**src/rtl/i2c_rx_tally_pkg.sv**
```systemverilog
package i2c_rx_tally_pkg;

  localparam int unsigned TALLY_W    = 8;
  localparam int unsigned BYTE_W     = 8;
  localparam int unsigned QUEUE_SLOTS = 8;

  // Next-byte response encoding driven on nack_o
  typedef enum logic {
    RESP_ACK  = 1'b0,
    RESP_NACK = 1'b1
  } resp_e;

  // True when the tally sits one below a non-zero limit
  function automatic logic at_final_slot(input logic [TALLY_W-1:0] tally,
                                         input logic [TALLY_W-1:0] limit);
    return (limit != '0) && (tally == limit - 1'b1);
  endfunction

endpackage

```
**src/rtl/i2c_rx_tally_count.sv**
```systemverilog
module i2c_rx_tally_count
  import i2c_rx_tally_pkg::*;
#(
  parameter int unsigned CNT_W = TALLY_W
) (
  input  logic             clk,
  input  logic             rst_n,
  input  logic             start_i,
  input  logic             byte_vld_i,
  input  logic             limit_wr_i,
  input  logic [CNT_W-1:0] limit_i,
  input  logic             manual_nack_i,
  output logic             accept_o,
  output logic             hit_o,
  output logic             nack_o,
  output logic [CNT_W-1:0] tally_o
);

  logic [CNT_W-1:0] lim_q, lim_d;
  logic [CNT_W-1:0] tally_q, tally_d;
  logic             done_q, done_d;
  logic             lim_en, tally_en, done_en;
  logic             counting;
  logic             final_slot;
  resp_e            resp;

  assign counting   = (lim_q != '0);
  assign final_slot = counting && (tally_q == lim_q - 1'b1);

  assign accept_o = byte_vld_i & ~start_i & ~done_q;
  assign hit_o    = accept_o & final_slot;

  always_comb begin
    if (done_q)        resp = RESP_NACK;
    else if (counting) resp = final_slot ? RESP_NACK : RESP_ACK;
    else               resp = manual_nack_i ? RESP_NACK : RESP_ACK;
  end
  assign nack_o  = (resp == RESP_NACK);
  assign tally_o = tally_q;

  // next-state
  always_comb begin
    lim_en   = limit_wr_i;
    lim_d    = limit_i;
    tally_en = start_i | accept_o;
    tally_d  = start_i ? '0 : tally_q + 1'b1;
    done_en  = start_i | limit_wr_i | hit_o;
    done_d   = ~(start_i | limit_wr_i);
  end

  // registers
  always_ff @(posedge clk or negedge rst_n) begin
    if (!rst_n) begin
      lim_q   <= '0;
      tally_q <= '0;
      done_q  <= 1'b0;
    end else begin
      if (lim_en)   lim_q   <= lim_d;
      if (tally_en) tally_q <= tally_d;
      if (done_en)  done_q  <= done_d;
    end
  end

  // the byte that reaches the limit is always refused
  a_r3_last_byte_nacked: assert property (@(posedge clk) disable iff (!rst_n)
    hit_o |-> nack_o);

  // no limit-hit while counting is off
  a_r7_off_no_hit: assert property (@(posedge clk) disable iff (!rst_n)
    (lim_q == '0) |-> !hit_o);

  // once reached, the tally holds until START or a limit write
  a_r9_done_holds: assert property (@(posedge clk) disable iff (!rst_n)
    (done_q && !start_i && !limit_wr_i) |=> $stable(tally_q));

endmodule

```
**src/rtl/i2c_rx_tally_fifo.sv**
```systemverilog
module i2c_rx_tally_fifo
  import i2c_rx_tally_pkg::*;
#(
  parameter int unsigned DATA_W = BYTE_W,
  parameter int unsigned DEPTH  = QUEUE_SLOTS,
  localparam int unsigned AW    = (DEPTH > 1) ? $clog2(DEPTH) : 1,
  localparam int unsigned LW    = $clog2(DEPTH + 1)
) (
  input  logic              clk,
  input  logic              rst_n,
  input  logic              flush_i,
  input  logic              push_i,
  input  logic              pop_i,
  input  logic [DATA_W-1:0] data_i,
  output logic [DATA_W-1:0] data_o,
  output logic [LW-1:0]     level_o,
  output logic              fill_now_o
);

  logic [DATA_W-1:0] slot_q [DEPTH];
  logic [AW-1:0]     wr_q, wr_d, rd_q, rd_d;
  logic [LW-1:0]     lvl_q, lvl_d;
  logic              pop_ok, push_ok, ptr_en;
  logic              is_full, is_empty;

  assign is_full  = (lvl_q == LW'(DEPTH));
  assign is_empty = (lvl_q == '0);
  assign pop_ok   = pop_i & ~is_empty & ~flush_i;
  assign push_ok  = push_i & ~flush_i & (~is_full | pop_ok);

  assign fill_now_o = push_ok & ~pop_ok & (lvl_q == LW'(DEPTH - 1));
  assign data_o     = slot_q[rd_q];
  assign level_o    = lvl_q;

  function automatic logic [AW-1:0] bump(input logic [AW-1:0] p);
    return (p == AW'(DEPTH - 1)) ? '0 : p + 1'b1;
  endfunction

  // next-state
  always_comb begin
    ptr_en = flush_i | push_ok | pop_ok;
    wr_d   = wr_q;
    rd_d   = rd_q;
    lvl_d  = lvl_q;
    if (flush_i) begin
      wr_d  = '0;
      rd_d  = '0;
      lvl_d = '0;
    end else begin
      if (push_ok) wr_d = bump(wr_q);
      if (pop_ok)  rd_d = bump(rd_q);
      if (push_ok && !pop_ok)      lvl_d = lvl_q + 1'b1;
      else if (pop_ok && !push_ok) lvl_d = lvl_q - 1'b1;
    end
  end

  // registers
  always_ff @(posedge clk or negedge rst_n) begin
    if (!rst_n) begin
      wr_q  <= '0;
      rd_q  <= '0;
      lvl_q <= '0;
    end else if (ptr_en) begin
      wr_q  <= wr_d;
      rd_q  <= rd_d;
      lvl_q <= lvl_d;
    end
  end

  // storage, one write enable per slot
  for (genvar g = 0; g < DEPTH; g++) begin : g_slot
    logic slot_we;
    assign slot_we = push_ok && (wr_q == AW'(g));
    always_ff @(posedge clk) begin
      if (slot_we) slot_q[g] <= data_i;
    end
  end

  // level never exceeds the queue depth
  a_r11_level_bound: assert property (@(posedge clk) disable iff (!rst_n)
    lvl_q <= LW'(DEPTH));

  // flush empties the queue on the next cycle
  a_r10_flush_empties: assert property (@(posedge clk) disable iff (!rst_n)
    flush_i |=> (lvl_q == '0));

endmodule

```
**src/rtl/i2c_rx_tally_evt.sv**
```systemverilog
module i2c_rx_tally_evt (
  input  logic clk,
  input  logic rst_n,
  input  logic fill_now_i,
  input  logic hit_now_i,
  output logic full_evt_o,
  output logic hit_evt_o
);

  logic full_q, full_d;
  logic hit_s1_q, hit_s1_d;
  logic hit_q, hit_d;

  // next-state: hit takes one more stage than full, fixing the order
  always_comb begin
    full_d   = fill_now_i;
    hit_s1_d = hit_now_i;
    hit_d    = hit_s1_q;
  end

  always_ff @(posedge clk or negedge rst_n) begin
    if (!rst_n) begin
      full_q   <= 1'b0;
      hit_s1_q <= 1'b0;
      hit_q    <= 1'b0;
    end else begin
      full_q   <= full_d;
      hit_s1_q <= hit_s1_d;
      hit_q    <= hit_d;
    end
  end

  assign full_evt_o = full_q;
  assign hit_evt_o  = hit_q;

  // the full event is a single-cycle pulse
  a_r5_full_single: assert property (@(posedge clk) disable iff (!rst_n)
    full_evt_o |=> !full_evt_o);

endmodule

```
**src/rtl/i2c_rx_tally.sv**
```systemverilog
module i2c_rx_tally
  import i2c_rx_tally_pkg::*;
#(
  parameter int unsigned CNT_W  = TALLY_W,
  parameter int unsigned DATA_W = BYTE_W,
  parameter int unsigned DEPTH  = QUEUE_SLOTS,
  localparam int unsigned LW    = $clog2(DEPTH + 1)
) (
  input  logic              clk,
  input  logic              rst_n,
  input  logic              start_i,
  input  logic              limit_wr_i,
  input  logic [CNT_W-1:0]  limit_i,
  input  logic              manual_nack_i,
  input  logic              byte_vld_i,
  input  logic [DATA_W-1:0] byte_i,
  input  logic              fifo_flush_i,
  input  logic              pop_i,
  output logic              nack_o,
  output logic [DATA_W-1:0] rd_data_o,
  output logic [LW-1:0]     fifo_level_o,
  output logic              rx_full_evt_o,
  output logic              cnt_hit_evt_o,
  output logic [CNT_W-1:0]  cnt_mon_o
);

  logic rst_s1_q, rst_s2_q, rst_int_n;
  logic accept, hit, fill_now;

  // asynchronous assert, synchronous release
  always_ff @(posedge clk or negedge rst_n) begin
    if (!rst_n) begin
      rst_s1_q <= 1'b0;
      rst_s2_q <= 1'b0;
    end else begin
      rst_s1_q <= 1'b1;
      rst_s2_q <= rst_s1_q;
    end
  end
  assign rst_int_n = rst_s2_q;

  i2c_rx_tally_count #(.CNT_W(CNT_W)) u_count (
    .clk          (clk),
    .rst_n        (rst_int_n),
    .start_i      (start_i),
    .byte_vld_i   (byte_vld_i),
    .limit_wr_i   (limit_wr_i),
    .limit_i      (limit_i),
    .manual_nack_i(manual_nack_i),
    .accept_o     (accept),
    .hit_o        (hit),
    .nack_o       (nack_o),
    .tally_o      (cnt_mon_o)
  );

  i2c_rx_tally_fifo #(.DATA_W(DATA_W), .DEPTH(DEPTH)) u_fifo (
    .clk       (clk),
    .rst_n     (rst_int_n),
    .flush_i   (fifo_flush_i),
    .push_i    (accept),
    .pop_i     (pop_i),
    .data_i    (byte_i),
    .data_o    (rd_data_o),
    .level_o   (fifo_level_o),
    .fill_now_o(fill_now)
  );

  i2c_rx_tally_evt u_evt (
    .clk       (clk),
    .rst_n     (rst_int_n),
    .fill_now_i(fill_now),
    .hit_now_i (hit),
    .full_evt_o(rx_full_evt_o),
    .hit_evt_o (cnt_hit_evt_o)
  );

  // a full pulse coincides with a full queue
  a_r5_full_at_depth: assert property (@(posedge clk) disable iff (!rst_int_n)
    rx_full_evt_o |-> (fifo_level_o == LW'(DEPTH)));

  // a byte alongside START is never taken
  a_r12_start_blocks_byte: assert property (@(posedge clk) disable iff (!rst_int_n)
    start_i |=> (cnt_mon_o == '0));

endmodule

```
**config.mk**
```make
export PLATFORM = sky130hd
export DESIGN_NAME = i2c_rx_tally
export DESIGN_NICKNAME = d
export VERILOG_FILES = /design/src/rtl/i2c_rx_tally_pkg.sv /design/src/rtl/i2c_rx_tally_count.sv /design/src/rtl/i2c_rx_tally_fifo.sv /design/src/rtl/i2c_rx_tally_evt.sv /design/src/rtl/i2c_rx_tally.sv
export SDC_FILE = /design/constraint.sdc
export NUM_CORES = 1
export LEC_CHECK = 0
export ABC_AREA = 0
export BUFFER_PORTS_ARGS = -buffer_cell sky130_fd_sc_hd__buf_4
export CAP_MARGIN = 10
export CELL_PAD_IN_SITES_DETAIL_PLACEMENT = 0
export CELL_PAD_IN_SITES_GLOBAL_PLACEMENT = 1
export CORE_ASPECT_RATIO = 1.25
export CORE_MARGIN = 10
export CORE_UTILIZATION = 50
export CTS_CLUSTER_SIZE = 12
export DETAILED_ROUTE_END_ITERATION = 10
export GPL_TIMING_DRIVEN = 0
export PLACE_DENSITY_LB_ADDON = 0.12
export SLEW_MARGIN = 30
export SYNTH_ARGS = -nofsm -noshare
export SYNTH_HDL_FRONTEND = slang
export SYNTH_SLANG_ARGS = --single-unit
```
**constraint.sdc**
```tcl
create_clock -name clk -period 4.4 [get_ports clk]
set_input_delay 0.66 -clock clk [delete_from_list [all_inputs] [get_ports clk]]
set_output_delay 0.66 -clock clk [all_outputs]
set_load 0.005 [all_outputs]
```
# Word level (Yosys, flattened, before mapping)
# Memory sizes are Yosys's and may differ from the RTL's.
# Cells that the tools add are included.
[word_totals]
reg_bits = 32
ram_bits = 64
in_bits = 24
elab_cells = 131
memories = 1
[memory_table]
columns = ["name", "depth", "width", "rd", "rd_ports_with_merged_regs", "write_ports", "line", "source"]
rows = [
  ["u_fifo.slot_q", 8, 8, 1, 0, 1, "i2c_rx_tally_fifo.sv:20", "logic [DATA_W-1:0] slot_q [DEPTH];"],
]
[op_classes]
addsub = 6
eq_ne = 11
muxes = 51
bitwise_logic = 22
reduce_logical = 29
[ops]
columns = ["cell", "count"]
rows = [
  ["$mux 8", 8],
  ["$reduce_or 8->1", 7],
  ["$mux 3", 13],
  ["$mux 1", 27],
  ["$eq 3x3->1 const B", 5],
  ["$mux 4", 3],
  ["$logic_and 1x1->1", 11],
  ["$and 1x1->1", 9],
  ["$add 8x1->8 const B", 1],
  ["$eq 8x8->1", 1],
  ["$reduce_bool 8->1", 1],
  ["$sub 8x1->8 const B", 1],
  ["$not 1->1", 7],
  ["$add 3x1->3 const B", 2],
  ["$eq 3x2->1 const B", 2],
  ["$or 1x1->1", 6],
  ["$reduce_and 2->1", 3],
  ["$add 4x1->4 const B", 1],
  ["$eq 4x3->1 const B", 1],
  ["$eq 4x4->1 const B", 1],
  ["$logic_not 4->1", 1],
  ["$reduce_bool 2->1", 2],
  ["$sub 4x1->4 const B", 1],
  ["$eq 3x1->1 const B", 1],
  ["other kinds (3)", 4],
]

# Longest topological paths before layout
[depth]
depth_word = 17
ltp_mapped = 11

# Cells and area by module
# From an unflattened synthesis, not the netlist that was laid out.
[hier_totals]
cells_unflattened = 286
area_unflattened_um2 = 4345.4
[by_module_without_submodules]
columns = ["mod", "n_inst", "cells_per_inst", "area_per_inst_um2"]
rows = [
  ["i2c_rx_tally_fifo", 1, 183, 3233.1],
  ["i2c_rx_tally_count", 1, 97, 983.4],
  ["i2c_rx_tally_evt", 1, 3, 75.1],
  ["i2c_rx_tally", 1, 3, 53.8],
]

# Worst setup path before layout
# OpenSTA, ideal clock, no wires.
[synth_timing]
kind = "input port to flip-flop"
start = "input port byte_vld_i"
end = "register u_fifo.lvl_q[3], in the netlist u_fifo.level_o[3]"
arrival_time_ns = 2.612
t_required_ns = 4.264
path_slack_ns = 1.652
path_stages = 11
n_path_buf = 1
cell_sequence = "nor2b_1 -> clkbuf_8 -> nand2b_1 -> a311oi_1 -> nand2_1 -> ha_1 -> a21o_1 -> a21oi_1 -> or3_1 -> a31oi_1 -> a21oi_1"
[synth_between]
elab_chain_len = 8
elab_cells_between_ends = 13
cone_classes = "mux (2); bitwise (6); reduce/logical (5)"
[synth_rtl]
columns = ["element", "line", "source"]
rows = [
  ["start: declaration", "i2c_rx_tally.sv:15", "input logic byte_vld_i,"],
  ["$and 1x1->1 * (2 in a row)", "i2c_rx_tally_count.sv:30", "assign accept_o = byte_vld_i & ~start_i & ~done_q;"],
  ["$and 1x1->1 * (2 in a row)", "i2c_rx_tally_fifo.sv:29", "assign push_ok = push_i & ~flush_i & (~is_full | pop_ok);"],
  ["$logic_not 1->1", "i2c_rx_tally_fifo.sv:53", "else if (pop_ok && !push_ok) lvl_d = lvl_q - 1'b1;"],
  ["$logic_and 1x1->1", "i2c_rx_tally_fifo.sv:53", ""],
  ["$reduce_bool 3->1 (no line)", "-", ""],
  ["$reduce_and 2->1 (no line)", "-", ""],
  ["end signal: assignment", "i2c_rx_tally_fifo.sv:66", "lvl_q <= lvl_d;"],
  ["end: declaration", "i2c_rx_tally_fifo.sv:22", "logic [LW-1:0] lvl_q, lvl_d;"],
]
# Mark *: on every way between the ends. The rest lies on a longest branch, timed or not.
# A chain may end at the register's enable or synchronous reset.

# Final worst setup path
[layout_timing]
start = "register u_fifo.rd_q[1]"
end = "output port rd_data_o[7]"
[layout_between]
elab_chain_len = 1
[layout_rtl]
columns = ["element", "line", "source"]
rows = [
  ["start: declaration", "i2c_rx_tally_fifo.sv:21", "logic [AW-1:0] wr_q, wr_d, rd_q, rd_d;"],
  ["start signal: assignment", "i2c_rx_tally_fifo.sv:65", "rd_q <= rd_d;"],
  ["$mem_v2 8x8", "-", ""],
  ["end: declaration", "i2c_rx_tally.sv:20", "output logic [DATA_W-1:0] rd_data_o,"],
]
# Every way passes these cells.

==> impl_metrics.env <==
export IMPL_antenna_cells=0
export IMPL_totalWireLength_mm=8.64
export IMPL_design_area_mm2=0.00506
export IMPL_die_area_mm2=0.0129
export IMPL_ys_seq_elements=96
export IMPL_fin_crit_sh=0.736
export IMPL_syn_area_per_cell_um2=14.9
export IMPL_startpoint_type="flip-flop"
export IMPL_layout_commonest_cell="edfxtp_1"
export IMPL_finalSetupViolCount=0
export IMPL_finalHoldViolations=0
export IMPL_ir_worst_vdd_v=0.000189
export IMPL_status="finished, final reports clean"
export IMPL_firstDrtPassIters=4
export IMPL_period_minus_slack_ns=3.24
export IMPL_max_freq_mhz=309
export IMPL_clk_pin_slew_ns=0.09
export IMPL_chipWidth_um=104
export IMPL_cts_tree="built"
export IMPL_power_mw=2.04
export IMPL_syn_inst=293
export IMPL_reg2reg_from="u_count.done_q"
export IMPL_cts_sinks=96
export IMPL_finalSetupTns_ns=0
export IMPL_overflow=0
export IMPL_endpoint_kind="output port"
export IMPL_netlist_area_leader_share=0.439
export IMPL_post_cts_setup_buffer_count=0
export IMPL_cts_root_buf="clkbuf_8"
export IMPL_synth_edff_count=64
export IMPL_clock_skew_ns=0.00836
export IMPL_antenna_found_initial=0
export IMPL_rsz0062_at_grt="false"
export IMPL_grt_first_pass_wirelength_mm=13.8
export IMPL_instances_no_fill=474
export IMPL_power_density_mw_per_mm2=403
export IMPL_swShare=0.270
export IMPL_place_area_mm2=0.00487
export IMPL_switching_power_mw=0.550
export IMPL_synthArstFlopShare=0.333
export IMPL_routedWlPerCell_um=18.2
export IMPL_slowest_delay_ns=0.57
export IMPL_power_frac_clock=0.274
export IMPL_critPathLaunch="u_fifo.rd_q[1]"
export IMPL_critPathMostFrequentCell="clkbuf_1"
export IMPL_internal_power_mw=1.49
export IMPL_final_cell_mix="edfxtp_1 (64), buf_4 (47), dfrtp_1 (31)"
export IMPL_grt_pass1_vias=2643
export IMPL_worstPathMaxFanout=10
export IMPL_yosysSeqAreaShare=0.622
export IMPL_num_vias=2547
export IMPL_nFillCells=705
export IMPL_core_mm2=0.00861
export IMPL_synthTopCellsByArea="edfxtp_1 (44%), dfrtp_1 (18%), mux4_2 (8.2%)"
export IMPL_io_pins=47
export IMPL_track_usage=0.135
export IMPL_register_area_mm2=0.00272
export IMPL_grt_max_degree=31
export IMPL_timing_hold_ws_ns=0.0592
export IMPL_htree_levels=3
export IMPL_antenna_left=0
export IMPL_multi_input_area_mm2=0.00154
export IMPL_syn_cell_area_mm2=0.00438
export IMPL_portBuffers=46
export IMPL_report_final_slew_viol_count=0
export IMPL_cts_inserted_buffers=9
export IMPL_hold_path_class="primary input to asynchronous set/reset pin"
export IMPL_synth_top_area_cell="edfxtp_1"
export IMPL_tightest_slew_ns=0.686
export IMPL_layout_setup_ws_ns=1.16
export IMPL_worstPathArrival_ns=2.58
export IMPL_syn_to_final_growth_pct=15.6
export IMPL_worstSetupPathType="flip-flop to output port"
export IMPL_layout_drive_gt1_share=0.302
export IMPL_fin_nets=388
export IMPL_combPwrFrac=0.211
export IMPL_cp_cell_sequence="clkbuf_1, clkbuf_1, mux4_2, mux2_2, buf_4"
export IMPL_preCtsSetupSlack_ns=1.22
export IMPL_gp_congestion=0.794
export IMPL_std_cell_rows=38
export IMPL_synth_warnings=0
export IMPL_ff2ff_setup_slack_ns=1.54
export IMPL_hpwl_mm=6.05
export IMPL_first_iter_violations=89
export IMPL_viasPerCell=5.37
export IMPL_place_inst=459
export IMPL_cts_buffer_depth=2
export IMPL_synth_ff_type="edfxtp_1"
export IMPL_cts_hold_buf=0
export IMPL_post_route_util=0.588
export IMPL_sequentialPowerShare=0.516
export IMPL_initial_core_util=0.508
export IMPL_worstSkewPairLatency_ns=0.36
export IMPL_postCtsResizedCells=0
export IMPL_route_detailed_drc=0
export IMPL_drv_cap=0
export IMPL_syn_nets=331
export IMPL_leakage_nw=1.95
export IMPL_synth_cell_type_count=53
export IMPL_required_ns=3.74
export IMPL_slowest_stage="clkbuf_1"
export IMPL_slew_headroom=0.538
export IMPL_chipHeight_um=125
[cell usage after synthesis (2+ instances only)]
cell	instances
edfxtp_1	64
mux4_2	16
mux2_2	16
or3_1	5
nor3_1	7
nand4_1	3
o31ai_1	2
clkbuf_1	7
dfrtp_1	32
nand3_1	5
xor2_1	10
nor4_1	2
xnor2_1	7
nand3b_1	2
and4_1	2
o21ai_0	6
a21o_1	2
inv_1	10
buf_2	2
and2_1	2
a311oi_2	2
mux2i_1	3
a41oi_1	2
a21oi_1	4
ha_1	13
nor2_1	20
and3_1	8
nand2_1	14
[sequential cells by signal, indices dropped and copies added, names as in the netlist]
name and cells:
u_fifo.slot_q 64, u_count.lim_q 8, u_count.tally_o 8, u_fifo.level_o 4
u_fifo.rd_q 3, u_fifo.wr_q 3, rst_int_n 1, rst_s1_q 1
u_count.done_q 1, u_evt.full_evt_o 1, u_evt.hit_d 1, u_evt.hit_evt_o 1
[per-layer routing]
layer	track usage	up-vias	share of wire
met5	0	-	0
met4	0.0615	0	0.019
met3	0.0331	11	0.037
met2	0.230	40	0.51
met1	0.157	1284	0.44
li1	-	1212	-
[cells by family after synthesis]
group	count (synthesis)	share of synthesized area
adders and majority gates	14	0.0418
AOI/OAI and AO/OA	30	0.0538
other	1	0.000857
and+or+nand+nor	77	0.0918
buffers and inverters	23	0.0252
xor gates and xnor gates	17	0.0340
muxes	35	0.130
DFF	96	0.622
[critical path, delay by kind of cell (launching register included)]
kind / cells / cell delay (ns)
buffers and inverters: 3 / 1.16
flip-flops: 1 / 0.37
multiplexers: 2 / 0.69
[power by group through the flow]
stage	clock network [mW]	logic [mW]	registers [mW]
after detailed placement	0	0.439	1.07
after global placement	0	0.434	1.07
after CTS	0.570	0.440	1.05
after global routing	0.603	0.481	1.06
final	0.558	0.429	1.05
after floorplan	0	0.297	1.06
[final cells by class]
type	count	share of cell area
timing repair buffer	46	0.0683
sequential	96	0.539
buffer	13	0.0144
multi-input combinational	174	0.305
clock inverter	6	0.0119
clock buffer	9	0.0245
inverter	10	0.00742
tap	120	0.0297
[path summary, 6_finish.rpt]
path,endpoint,cells past startpoint
setup reg to reg,u_fifo.level_o[3],11
max in group asynchronous,u_evt.hit_evt_o,0
setup / recovery,rd_data_o[7],5
hold / removal,rst_s1_q,1
min in group clk,rst_int_n,0
hold reg to reg,u_count.lim_q[6],0
Note: power is estimated with default switching activity, not from simulation.
